<file path="config.mk">
export PLATFORM = sky130hd
export DESIGN_NAME = g711_compander
export DESIGN_NICKNAME = d
export VERILOG_FILES = /design/src/rtl/g711_pkg.sv /design/src/rtl/g711_msb_find.sv /design/src/rtl/g711_encode.sv /design/src/rtl/g711_decode.sv /design/src/rtl/g711_compander.sv
export SDC_FILE = /design/constraint.sdc
export NUM_CORES = 1
export LEC_CHECK = 0
export BUFFER_PORTS_ARGS = -buffer_cell sky130_fd_sc_hd__buf_2
export CAP_MARGIN = 20
export CORE_MARGIN = 2
export CORE_UTILIZATION = 55
export DETAILED_ROUTE_END_ITERATION = 6
export GPL_TIMING_DRIVEN = 0
export PLACE_DENSITY_LB_ADDON = 0.08
export SLEW_MARGIN = 20
export SYNTH_ARGS = -nofsm -noshare
export SYNTH_HDL_FRONTEND = slang
export SYNTH_SLANG_ARGS = --single-unit
</file>
<file path="constraint.sdc">
create_clock -name clk_i -period 1.8 [get_ports clk_i]
set_clock_uncertainty 0.2 [all_clocks]
set_input_delay 0.09 -clock clk_i [delete_from_list [all_inputs] [get_ports clk_i]]
set_output_delay 0.09 -clock clk_i [all_outputs]
set_load 0.005 [all_outputs]
</file>
<file path="src/rtl/g711_pkg.sv">
package g711_pkg;
  typedef enum logic {LAW_MU = 1'b0, LAW_A = 1'b1} law_e;

  typedef struct packed {
    logic       sgn;
    logic [2:0] seg;
    logic [3:0] step;
  } pcm_fields_t;

  localparam int unsigned MU_CLIP      = 8159;
  localparam int unsigned MU_BIAS      = 33;
  localparam int unsigned MU_DEC_OFS   = 132;
  localparam int unsigned A_SEG0_OFS   = 8;
  localparam int unsigned A_SEGN_OFS   = 264;
  localparam logic [7:0]  A_EVEN_MASK  = 8'h55;
endpackage

</file>
<file path="src/rtl/g711_msb_find.sv">
module g711_msb_find #(
  parameter int W = 14,
  localparam int POS_W = $clog2(W)
) (
  input  logic [W-1:0]     vec_i,
  output logic [POS_W-1:0] pos_o,
  output logic             found_o
);
  always_comb begin
    pos_o   = '0;
    found_o = 1'b0;
    for (int i = 0; i < W; i++) begin
      if (vec_i[i]) begin
        pos_o   = POS_W'(i);
        found_o = 1'b1;
      end
    end
  end
endmodule

</file>
<file path="src/rtl/g711_encode.sv">
module g711_encode
  import g711_pkg::*;
#(
  parameter int LIN_W = 16
) (
  input  law_e             law_i,
  input  logic [LIN_W-1:0] lin_i,
  output logic [7:0]       code_o
);
  localparam int MU_W = 14;
  localparam int A_W  = 13;

  logic unused_lsbs;
  assign unused_lsbs = ^lin_i[LIN_W-MU_W-1:0];

  // mu-law path on the top 14 bits
  logic signed [MU_W-1:0] mu_s;
  logic [MU_W:0]          mu_mag;
  logic [MU_W-1:0]        mu_clip, mu_bias;
  logic [3:0]             mu_pos, mu_seg, mu_step;
  logic                   mu_found;
  logic [7:0]             mu_nat, mu_code;

  assign mu_s    = lin_i[LIN_W-1 -: MU_W];
  assign mu_mag  = mu_s[MU_W-1] ? ((MU_W+1)'(0) - {1'b1, mu_s}) : {1'b0, mu_s};
  assign mu_clip = (mu_mag > (MU_W+1)'(MU_CLIP)) ? MU_W'(MU_CLIP) : mu_mag[MU_W-1:0];
  assign mu_bias = mu_clip + MU_W'(MU_BIAS);

  g711_msb_find #(.W(MU_W)) u_mu_msb (
    .vec_i  (mu_bias),
    .pos_o  (mu_pos),
    .found_o(mu_found)
  );

  assign mu_seg  = mu_found ? (mu_pos - 4'd5) : 4'd0;
  assign mu_step = mu_bias[mu_pos - 4'd4 +: 4];
  // segment 8 means the biased magnitude overflowed: full scale
  assign mu_nat  = mu_seg[3] ? 8'h7F : {1'b0, mu_seg[2:0], mu_step};
  assign mu_code = mu_nat ^ (mu_s[MU_W-1] ? 8'h7F : 8'hFF);

  // A-law path on the top 13 bits
  logic signed [A_W-1:0] a_s;
  logic [A_W-2:0]        a_mag;
  logic [3:0]            a_pos;
  logic                  a_found;
  logic [2:0]            a_seg;
  logic [3:0]            a_step;
  pcm_fields_t           a_nat;

  assign a_s   = lin_i[LIN_W-1 -: A_W];
  assign a_mag = a_s[A_W-1] ? ~a_s[A_W-2:0] : a_s[A_W-2:0];

  g711_msb_find #(.W(A_W-1)) u_a_msb (
    .vec_i  (a_mag),
    .pos_o  (a_pos),
    .found_o(a_found)
  );

  assign a_seg  = (a_found && a_pos >= 4'd5) ? 3'(a_pos - 4'd4) : 3'd0;
  assign a_step = (a_seg < 3'd2) ? a_mag[4:1] : a_mag[a_seg +: 4];
  assign a_nat  = '{sgn: ~a_s[A_W-1], seg: a_seg, step: a_step};

  assign code_o = (law_i == LAW_A) ? (a_nat ^ A_EVEN_MASK) : mu_code;
endmodule

</file>
<file path="src/rtl/g711_decode.sv">
module g711_decode
  import g711_pkg::*;
#(
  parameter int LIN_W = 16
) (
  input  law_e             law_i,
  input  logic [7:0]       code_i,
  output logic [LIN_W-1:0] lin_o
);
  pcm_fields_t mu_f, a_f;
  logic [15:0] mu_t, mu_val;
  logic [15:0] a_base, a_t, a_val;
  logic [15:0] lin16;

  assign mu_f   = ~code_i;
  assign mu_t   = ({8'd0, mu_f.step, 4'd0} >> 1) + 16'(MU_DEC_OFS) << mu_f.seg;
  assign mu_val = mu_f.sgn ? (16'(MU_DEC_OFS) - mu_t) : (mu_t - 16'(MU_DEC_OFS));

  assign a_f    = code_i ^ A_EVEN_MASK;
  assign a_base = {8'd0, a_f.step, 4'd0} +
                  ((a_f.seg == 3'd0) ? 16'(A_SEG0_OFS) : 16'(A_SEGN_OFS));
  assign a_t    = (a_f.seg > 3'd1) ? (a_base << (a_f.seg - 3'd1)) : a_base;
  assign a_val  = a_f.sgn ? a_t : (16'd0 - a_t);

  assign lin16  = (law_i == LAW_A) ? a_val : mu_val;

  generate
    if (LIN_W == 16) begin : g_exact
      assign lin_o = lin16;
    end else begin : g_wide
      assign lin_o = {lin16, {(LIN_W-16){1'b0}}};
    end
  endgenerate
endmodule

</file>
<file path="src/rtl/g711_compander.sv">
module g711_compander
  import g711_pkg::*;
#(
  parameter int LIN_W = 16
) (
  input  logic             clk_i,
  input  logic             rst_ni,
  input  logic             alaw_sel_i,
  input  logic             enc_valid_i,
  input  logic [LIN_W-1:0] enc_lin_i,
  output logic             enc_valid_o,
  output logic [7:0]       enc_code_o,
  input  logic             dec_valid_i,
  input  logic [7:0]       dec_code_i,
  output logic             dec_valid_o,
  output logic [LIN_W-1:0] dec_lin_o
);
  law_e             law;
  logic [7:0]       enc_code_d;
  logic [LIN_W-1:0] dec_lin_d;

  assign law = law_e'(alaw_sel_i);

  g711_encode #(.LIN_W(LIN_W)) u_enc (
    .law_i (law),
    .lin_i (enc_lin_i),
    .code_o(enc_code_d)
  );

  g711_decode #(.LIN_W(LIN_W)) u_dec (
    .law_i (law),
    .code_i(dec_code_i),
    .lin_o (dec_lin_d)
  );

  always_ff @(posedge clk_i or negedge rst_ni) begin
    if (!rst_ni) begin
      enc_valid_o <= 1'b0;
      enc_code_o  <= '0;
      dec_valid_o <= 1'b0;
      dec_lin_o   <= '0;
    end else begin
      enc_valid_o <= enc_valid_i;
      dec_valid_o <= dec_valid_i;
      if (enc_valid_i) enc_code_o <= enc_code_d;
      if (dec_valid_i) dec_lin_o  <= dec_lin_d;
    end
  end
endmodule

</file>
==> impl_metrics.env, run 1 <==
export IMPL_max_cap_violations=0
export IMPL_ys_seq_elements=24
export IMPL_r2r_end="enc_code_o[1]"
export IMPL_setup_slack_ns=-3.10
export IMPL_worstSetupPathDepth=24
export IMPL_reg2reg_from="enc_code_o[1]"
export IMPL_status="finished, violations left"
export IMPL_cp_slowest_cell="or4b_4"
export IMPL_synth_seq_area_share_pct=13.2
export IMPL_grt_first_pass_wirelength_um=25000
export IMPL_slew_violations=0
export IMPL_fillerInstances=462
export IMPL_io_buffers=41
export IMPL_fin_setup_tns_ns=-26.96
export IMPL_final_common_cell="buf_4"
export IMPL_cts_root_buffer="clkbuf_8"
export IMPL_r2r_cells=3
export IMPL_vias_per_cell=6.55
export IMPL_worstSetupEndpoint="enc_code_o[3]"
export IMPL_htreeDepth=1
export IMPL_required_ns=1.78
export IMPL_wl_um=17700
export IMPL_dpl_cell_area_mm2=0.00526
export IMPL_critical_path_top_delay_family="compound AO/OA/AOI/OAI gates"
export IMPL_power_density_mw_per_mm2=552
export IMPL_failed_checks="negative setup slack"
export IMPL_grt_max_degree=25
export IMPL_nets=818
export IMPL_placeableCoreArea_mm2=0.00813
export IMPL_dr_pass1_iters=7
export IMPL_fin_crit_ns=4.90
export IMPL_r2r_slack_ns=0.73
export IMPL_num_rows=33
export IMPL_drtIter0Drc=480
export IMPL_yosysTopAreaCellShare_pct=13.2
export IMPL_crit_type="in2reg"
export IMPL_syn_inst=637
export IMPL_diodes=0
export IMPL_path_buf_inv=8
export IMPL_drtAntennaViolNets=0
export IMPL_cp_max_fo=10
export IMPL_layout_drive_gt1_share_pct=43.5
export IMPL_p_leak_uw=0.00280
export IMPL_relSlewSlack_pct=32.3
export IMPL_synth_area_leader_cell="dfrtp_1"
export IMPL_syn_to_final_growth_pct=51.8
export IMPL_finalSetupViolCount=19
export IMPL_wl_per_cell_um=20.1
export IMPL_arrival_ns=4.87
export IMPL_grt_antenna_before_repair=0
export IMPL_syn_cell_area_mm2=0.00456
export IMPL_vias=5759
export IMPL_dp_hpwl_um=10500
export IMPL_crit_top_cell="buf_4"
export IMPL_post_route_period_util_pct=272
export IMPL_cts_max_path_buffers=2
export IMPL_final_cell_mix="85 x buf_4, 60 x nor2_1, 48 x nand2_1"
export IMPL_cts_sinks=24
export IMPL_irDropWorstVdd_mv=0.479
export IMPL_cp_startpoint="enc_lin_i[3]"
export IMPL_crit_path_end_kind="flop"
export IMPL_place_congestion=0.948
export IMPL_cts_tree="yes"
export IMPL_start_kind="primary input"
export IMPL_yosys_warnings=0
export IMPL_hold_class="in2async"
export IMPL_synthDistinctLibCells=86
export IMPL_design_area_mm2=0.00693
export IMPL_clk_pin_slew_ns=0.09
export IMPL_synth_flop_cell="dfrtp_1"
export IMPL_num_io_pins=55
export IMPL_avgSynthCellArea_um2=7.17
export IMPL_worst_pin_slew_ns=1.01
export IMPL_synth_area_leaders="dfrtp_1 13%, nor2_1 5.9%, xnor2_1 5.8%"
export IMPL_cts_buffers=3
export IMPL_finalHoldViolCount=0
export IMPL_dieArea_mm2=0.00904
export IMPL_grt_ovfl_total=0
export IMPL_async_flop_share_pct=100
export IMPL_worstSkewPairLatency_ns=0.27
export IMPL_die_w_um=95.1
export IMPL_cp_cell_sequence="buf_12 -> inv_12 -> ha_4 -> or4b_4 -> buf_4 -> buf_4 -> o41ai_4 -> xnor2_2 -> nor2_1 -> a21oi_4 -> buf_4 -> nand2_1 -> ha_4 -> buf_8 -> inv_1 -> a31oi_2 -> or3b_4 -> o32a_1 -> o21bai_2 -> and2_4 -> inv_8 -> a2111oi_4 -> a211oi_2 -> o311ai_2"
export IMPL_rsz0062_at_grt="true"
export IMPL_grt_use_total_pct=34.0
export IMPL_start_util_pct=56.1
export IMPL_route_detailed_drc=0
export IMPL_fmax_ghz=0.204
export IMPL_grt_pass1_vias=5333
export IMPL_cp_slowest_stage_delay_ns=0.48
export IMPL_dieHeight_um=95.1
export IMPL_synth_edff_count=0
kinds of logic after synthesis:
kind of cell,count (synthesis),share of synthesized area (%)
AO/OA/AOI/OAI,199,30.7
flip-flops,24,13.2
multiplexers,37,9.29
XOR/XNOR,50,9.92
other,1,0.0822
AND/OR/NAND/NOR,234,25.7
buffers and inverters,78,7.26
adder cells (fa/ha/maj),14,3.84
cell usage after synthesis, types with 3 or more instances:
cell type,number
nor2_1,72
nand2_1,59
a21oi_1,51
o21ai_0,36
clkbuf_1,34
xnor2_1,30
dfrtp_1,24
inv_1,24
mux2i_1,21
xor2_1,18
ha_1,14
nand2b_1,14
mux2_2,13
nor3_1,13
nand3_1,12
o211ai_1,10
a211oi_1,9
nor4_1,9
a22oi_1,8
o22ai_1,8
or2_2,8
and2_1,7
and3_1,7
buf_2,6
nor2b_1,6
o21a_1,6
a31oi_1,5
buf_1,5
o31ai_1,5
a22o_1,4
nand4_1,4
o21ai_1,4
o32ai_1,4
a21boi_0,3
a221o_1,3
a31o_2,3
a41oi_1,3
buf_4,3
mux4_2,3
o21bai_1,3
o221ai_1,3
o41ai_2,3
or3_1,3
flip-flops by register name (all words and copies together), names as in the netlist:
| register | count |
|---|---|
| dec_lin_o | 14 |
| dec_valid_o | 1 |
| enc_code_o | 8 |
| enc_valid_o | 1 |
per-layer routing:
layer,part of all wire [%],GRT usage (%),vias to the layer above
met5,0,0,-
met4,5.7,15.8,0
met3,5.5,3.32,106
met2,51,62.0,323
met1,38,39.8,2724
li1,-,-,2606
per-stage QoR:
stage	worst slack [ns]	util [%]	std cells	hold slack (ns)	total power, uW
after floorplan	-3.11	-	638	-0.406	2040
after global placement	-4.00	64.7	784	-0.118	2450
after detailed placement	-4.07	64.7	784	-0.105	2490
after CTS	-2.99	78.0	851	0.132	3380
after global routing	-3.23	85.2	879	0.193	4020
final	-3.10	85.2	879	0.130	3820
repair_timing:
action / 4_1_cts / 5_1_grt
pin swaps: 62 / 77
hold buffers: 3 / 0
endpoints found under the hold margin: 26 / 0
setup endpoints to repair: 19 / 19
buffers inserted: 62 / 31
resized for setup: 116 / 81
cloned: 1 / 1
report_power, final:
part	leakage, uW	switching (uW)	internal [uW]
clock network	0.0000357	188	298
logic	0.00249	1440	1220
registers	0.000278	48.3	631
total	0.00280	1670	2150
worst min path at each step:
stage / end / depth (start not counted)
detailed placement: enc_code_o[3] / 1
global route: enc_code_o[7] / 3
global placement: enc_code_o[3] / 1
floorplan: dec_lin_o[10] / 0
CTS: dec_lin_o[14] / 2
finish: dec_valid_o / 2
final cells by class:
| cell class | count | area (um2) | share of cell area (%) |
|---|---|---|---|
| buffer | 45 | 295 | 4.26 |
| sequential | 24 | 601 | 8.67 |
| inverter | 28 | 170 | 2.46 |
| timing repair buffer | 137 | 1060 | 15.3 |
| clock inverter | 1 | 30.0 | 0.433 |
| multi-input combinational | 536 | 4600 | 66.3 |
| clock buffer | 3 | 41.3 | 0.596 |
| tap | 105 | 131 | 1.90 |
Note: power is estimated with default switching activity, not from simulation.
==> inputs of run 2 (changes only) <==
--- a/config.mk
+++ b/config.mk
@@ -7,6 +7,7 @@
 export LEC_CHECK = 0
 export BUFFER_PORTS_ARGS = -buffer_cell sky130_fd_sc_hd__buf_2
 export CAP_MARGIN = 20
+export CORE_ASPECT_RATIO = 1.5
 export CORE_MARGIN = 2
 export CORE_UTILIZATION = 55
 export DETAILED_ROUTE_END_ITERATION = 6
==> run 2 against run 1 <==
Compared with the run above:
- the run still ends with negative setup slack left
- critical path depth up 1
- combinational power about the same
- final cell count up 0.34%
- largest cell class unchanged
- global-route usage up 2.2 points
- register-to-register slack about the same
- clock power down 4.7%
- non-clock buffer count up 4
- sequential power up 0.9%
- via count up 3.6%
==> impl_metrics.env, run 2 (same netlist as run 1, synthesis figures left out) <==
export IMPL_status="finished, violations left"
export IMPL_failed_checks="negative setup slack"
export IMPL_holdWs_ns=0.162
export IMPL_dieArea_mm2=0.00906
export IMPL_final_common_cell="buf_4"
export IMPL_post_route_period_util_pct=268
export IMPL_grt_pass1_vias=5503
export IMPL_finalHoldViolCount=0
export IMPL_cts_tree="yes"
export IMPL_cts_sinks=24
export IMPL_crit_top_cell="buf_4"
export IMPL_cts_root_buffer="clkbuf_16"
export IMPL_finalSetupViolCount=19
export IMPL_placeableCoreArea_mm2=0.00806
export IMPL_vias_per_cell=6.77
export IMPL_start_kind="primary input"
export IMPL_fin_setup_tns_ns=-28.41
export IMPL_p_leak_uw=0.00282
export IMPL_drtAntennaViolNets=0
export IMPL_start_util_pct=56.6
export IMPL_dr_pass1_iters=7
export IMPL_top_register="dec_lin_o"
export IMPL_grt_max_degree=25
export IMPL_grt_ovfl_total=0
export IMPL_cp_slowest_cell="or4b_4"
export IMPL_placedCellCount=784
export IMPL_crit_type="in2reg"
export IMPL_worstSkewPairLatency_ns=0.25
export IMPL_grt_use_total_pct=36.2
export IMPL_diodes=0
export IMPL_setup_slack_ns=-3.03
export IMPL_rsz0062_at_grt="true"
export IMPL_cts_buffers=3
export IMPL_num_io_pins=55
export IMPL_wl_um=19400
export IMPL_final_cells=882
export IMPL_irDropWorstVdd_mv=0.834
export IMPL_required_ns=1.75
export IMPL_io_buffers=41
export IMPL_htreeDepth=1
export IMPL_die_w_um=78.4
export IMPL_drtIter0Drc=546
export IMPL_syn_to_final_growth_pct=51.5
export IMPL_grt_first_pass_wirelength_um=26600
export IMPL_crit_path_end_kind="flop"
export IMPL_max_cap_violations=0
export IMPL_arrival_ns=4.78
export IMPL_vias=5968
export IMPL_wl_per_cell_um=22.0
export IMPL_cp_max_fo=10
export IMPL_dieHeight_um=116
export IMPL_hold_class="in2async"
export IMPL_num_rows=40
export IMPL_power_total_uw=3840
export IMPL_top_regs="dec_lin_o: 14 flops, enc_code_o: 8 flops"
export IMPL_slew_violations=0
export IMPL_clk_pin_slew_ns=0.06
export IMPL_place_congestion=0.925
export IMPL_nets=822
export IMPL_fin_crit_ns=4.83
export IMPL_final_cell_mix="89 x buf_4, 59 x nor2_1, 50 x nand2_1"
export IMPL_layout_drive_gt1_share_pct=42.5
export IMPL_largest_register_ffs=14
export IMPL_grt_antenna_before_repair=0
export IMPL_worst_pin_slew_ns=0.881
export IMPL_dp_slack_ns=-3.98
export IMPL_dp_hpwl_um=10900
export IMPL_route_detailed_drc=0
export IMPL_relSlewSlack_pct=40.9
export IMPL_power_density_mw_per_mm2=555
export IMPL_cp_slowest_stage_delay_ns=0.48
export IMPL_fmax_ghz=0.207
export IMPL_cts_max_path_buffers=2
-- run 2: cell count changes in the layout (fill, tap and decap cells not counted), moves of 3 or more --
cell | previous run | this run
a21oi_1 | 34 | 37
a21oi_2 | 15 | 9
a21oi_4 | 3 | 6
buf_4 | 85 | 89
buf_6 | 11 | 15
buf_8 | 6 | 3
nor2_2 | 8 | 5
nor2_4 | 5 | 9
-- run 2: area by class of cell --
cell class / instances / area, um2
fill: 440 / 1140
tap: 105 / 131
clock buffer: 3 / 75.1
timing repair buffer: 142 / 1100
multi-input combinational: 536 / 4540
buffer: 44 / 294
sequential: 24 / 601
inverter: 28 / 179
-- run 2: layer usage --
metal	global-route usage, %	wire [um]	vias up
li1	-	-	2605
met5	0	0	-
met3	2.88	1420	150
met2	70.1	9930	397
met1	37.9	6490	2816
met4	20.5	1600	0
-- run 2: path summary, 6_finish.rpt --
path / startpoint / endpoint / slack, ns / cells past startpoint
hold reg to reg: dec_lin_o[3] / dec_lin_o[3] / 0.31 / 1
setup / recovery: enc_lin_i[2] / enc_code_o[3] / -3.03 / 25
max in group asynchronous: rst_ni / enc_code_o[0] / 0.88 / 2
min in group clk_i: enc_valid_i / enc_code_o[3] / 0.22 / 4
hold / removal: rst_ni / enc_code_o[3] / 0.16 / 2
setup reg to reg: enc_code_o[1] / enc_code_o[1] / 0.73 / 3
-- run 2: metrics by stage --
stage                     utilization (%)  area [um2]
final                                85.8        6910
after global routing                 85.8        6910
after CTS                            79.1        6370
after detailed placement             65.3        5260
after global placement               65.3        5260
after floorplan                         -        4930
-- run 2: critical path: cells and delay by family --
family / cells / cell delay (ns)
AO/OA/AOI/OAI: 8 / 1.47
multiplexers: 1 / 0.19
AND/OR/NAND/NOR: 6 / 1.76
adder cells (fa/ha/maj): 2 / 0.30
buffers and inverters: 8 / 0.94
-- run 2: report_power, final --
group / internal, uW / switching [uW] / total [uW]
clock: 293 / 170 / 463
combinational: 1200 / 1490 / 2690
sequential: 633 / 52.8 / 685
total: 2120 / 1720 / 3840
-- run 2: repair_timing --
action	in CTS	in global routing
hold buffers	3	0
pin swaps	64	60
gates resized for setup	123	66
setup buffers	60	38
hold endpoints to repair	26	0
setup endpoints to repair	20	20
==> inputs of run 3 (changes only) <==
==> constraint.sdc (replaced) <==
create_clock -name clk_i -period 6.04 [get_ports clk_i]
set_clock_uncertainty 0.2 [all_clocks]
set_input_delay 0.302 -clock clk_i [delete_from_list [all_inputs] [get_ports clk_i]]
set_output_delay 0.302 -clock clk_i [all_outputs]
set_load 0.005 [all_outputs]
==> run 3 against run 2 <==
Compared with the run above:
- die area unchanged
- hold slack gained 0.14 ns
- final cell count down 10%
- core utilization decreased by 22 points
- final area decreased by 26%
- power down 76%
- largest power group unchanged
- the run now ends clean
- first-iteration DRC count decreased by 63%
- highest routed layer unchanged
- via count decreased by 17%
==> impl_metrics.env, run 3 (same netlist as run 1, synthesis figures left out) <==
export IMPL_status="completed"
export IMPL_wl_met3_um=435
export IMPL_cts_tree="yes"
export IMPL_place_congestion=0.966
export IMPL_grt_ovfl_total=0
export IMPL_dieArea_mm2=0.00906
export IMPL_nets=732
export IMPL_worstSkewPairLatency_ns=0.25
export IMPL_num_rows=40
export IMPL_largest_register_ffs=14
export IMPL_top_regs="dec_lin_o: 14 flops, enc_code_o: 8 flops"
export IMPL_syn_to_final_growth_pct=12.0
export IMPL_final_cell_mix="72 x nor2_1, 59 x nand2_1, 51 x a21oi_1"
export IMPL_layout_drive_gt1_share_pct=16.0
export IMPL_power_frac_clock_pct=20.4
export IMPL_route_detailed_drc=0
export IMPL_start_kind="primary input"
export IMPL_crit_path_end_kind="flop"
export IMPL_wl_per_cell_um=17.8
export IMPL_max_cap_violations=0
export IMPL_fmax_ghz=0.174
export IMPL_power_density_mw_per_mm2=177
export IMPL_wl_met1_um=5160
export IMPL_die_w_um=78.4
export IMPL_p_sw_share_pct=41.8
export IMPL_cp_slowest_stage_delay_ns=0.59
export IMPL_final_common_cell="nor2_1"
export IMPL_finalSetupViolCount=0
export IMPL_seq_area_um2=601
export IMPL_power_switching_uw=378
export IMPL_grt_antenna_before_repair=0
export IMPL_diodes=0
export IMPL_cp_slowest_cell="or4_4"
export IMPL_slew_violations=0
export IMPL_wl_um=14100
export IMPL_fin_setup_tns_ns=0
export IMPL_drtAntennaViolNets=0
export IMPL_grt_max_degree=25
export IMPL_finalHoldViolCount=0
export IMPL_cts_sinks=24
export IMPL_grt_first_pass_wirelength_um=22500
export IMPL_placeableCoreArea_mm2=0.00806
export IMPL_top_register="dec_lin_o"
export IMPL_start_util_pct=56.6
export IMPL_cts_max_path_buffers=2
export IMPL_clk_pin_slew_ns=0.06
export IMPL_intPower_uw=527
export IMPL_hold_class="reg2reg"
export IMPL_relSlewSlack_pct=41.9
export IMPL_vias_per_cell=6.28
export IMPL_arrival_ns=5.66
export IMPL_vias=4977
export IMPL_p_seq_share_pct=22.4
export IMPL_cts_root_buffer="clkbuf_16"
export IMPL_holdWs_ns=0.305
export IMPL_cp_max_fo=10
export IMPL_dr_pass1_iters=5
export IMPL_fillerInstances=756
export IMPL_fin_crit_ns=5.75
export IMPL_required_ns=5.95
export IMPL_io_buffers=41
export IMPL_num_io_pins=55
export IMPL_met2_length_um=7800
export IMPL_htreeDepth=1
export IMPL_power_combinational_fraction_pct=57.2
export IMPL_crit_type="in2reg"
export IMPL_rsz0062_at_grt="false"
export IMPL_grt_pass1_vias=4760
export IMPL_post_route_period_util_pct=95.2
export IMPL_dp_hpwl_um=11000
export IMPL_worst_pin_slew_ns=0.866
export IMPL_drtIter0Drc=202
export IMPL_irDropWorstVdd_mv=0.236
export IMPL_dieHeight_um=116
export IMPL_top_layer="met4"
export IMPL_cts_buffers=3
export IMPL_grt_use_total_pct=30.5
export IMPL_p_leak_uw=0.00205
export IMPL_multi_input_area_mm2=0.00369
[run 3: changes by cell type in the layout (fill, tap and decap cells not counted), moves of 11 or more]
cell | previous run | this run
buf_4 | 89 | 5
o21ai_0 | 19 | 36
a21oi_1 | 37 | 51
o21ai_2 | 11 | 0
clkbuf_1 | 21 | 33
buf_6 | 15 | 2
nor2_1 | 59 | 72
[run 3: what timing repair did]
item                                   CTS  global route
hold buffers                             3             0
pin swaps                                0             2
endpoints found under the hold margin   26             0
setup buffers                            0             2
setup endpoints to repair                6             6
gates resized for setup                  3             8
[run 3: final timing paths]
kind                                    start             to  slack (ns)  cells after the start
worst max-delay path             enc_lin_i[2]  enc_code_o[6]        0.29                     25
worst min-delay path             dec_lin_o[2]   dec_lin_o[2]        0.31                      1
worst max register to register  enc_code_o[1]  enc_code_o[1]        4.98                      3
worst min register to register   dec_lin_o[2]   dec_lin_o[2]        0.31                      1
max in group asynchronous              rst_ni    enc_valid_o        4.92                      2
min in group asynchronous              rst_ni   dec_lin_o[5]        0.37                      2
[run 3: critical path: cells and delay by family]
family | cells | cell delay, ns
simple gates | 5 | 1.64
buf+inv | 6 | 0.86
compound gates | 8 | 1.64
xor+xnor | 2 | 0.35
mux | 1 | 0.21
fa+ha+maj | 3 | 0.66
[run 3: area by class of cell]
type                    instances  area share, %
multi-input cells             536           72.2
flip-flops and latches         24           11.8
repair buffers                 46           4.90
plain buffers                  50           4.41
well taps                     105           2.57
inverters                      28           2.15
clock buffers                   3           1.47
clock inverters                 1          0.588
[run 3: per-stage QoR]
stage	total power, uW	worst slack, ns	instance area [um2]	util (%)	cells
after floorplan	569	0.526	4570	-	638
after global placement	698	-0.389	4900	60.9	784
after detailed placement	707	-0.484	4900	60.9	784
after CTS	897	0.0541	5050	62.7	791
after global routing	968	0.0120	5110	63.4	793
final	905	0.291	5110	63.4	793
[run 3: layer usage]
metal	up-vias	global-route usage [%]
met5	-	0
li1	2427	-
met4	0	13.9
met2	165	61.6
met3	54	2.57
met1	2331	31.2
[run 3: power by group through the flow]
stage / Combinational (uW) / Clock, uW / Sequential [uW]
after global placement: 492 / 0 / 205
after global routing: 566 / 197 / 205
after detailed placement: 501 / 0 / 205
after floorplan: 361 / 0 / 207
after CTS: 507 / 187 / 203
final: 518 / 185 / 203
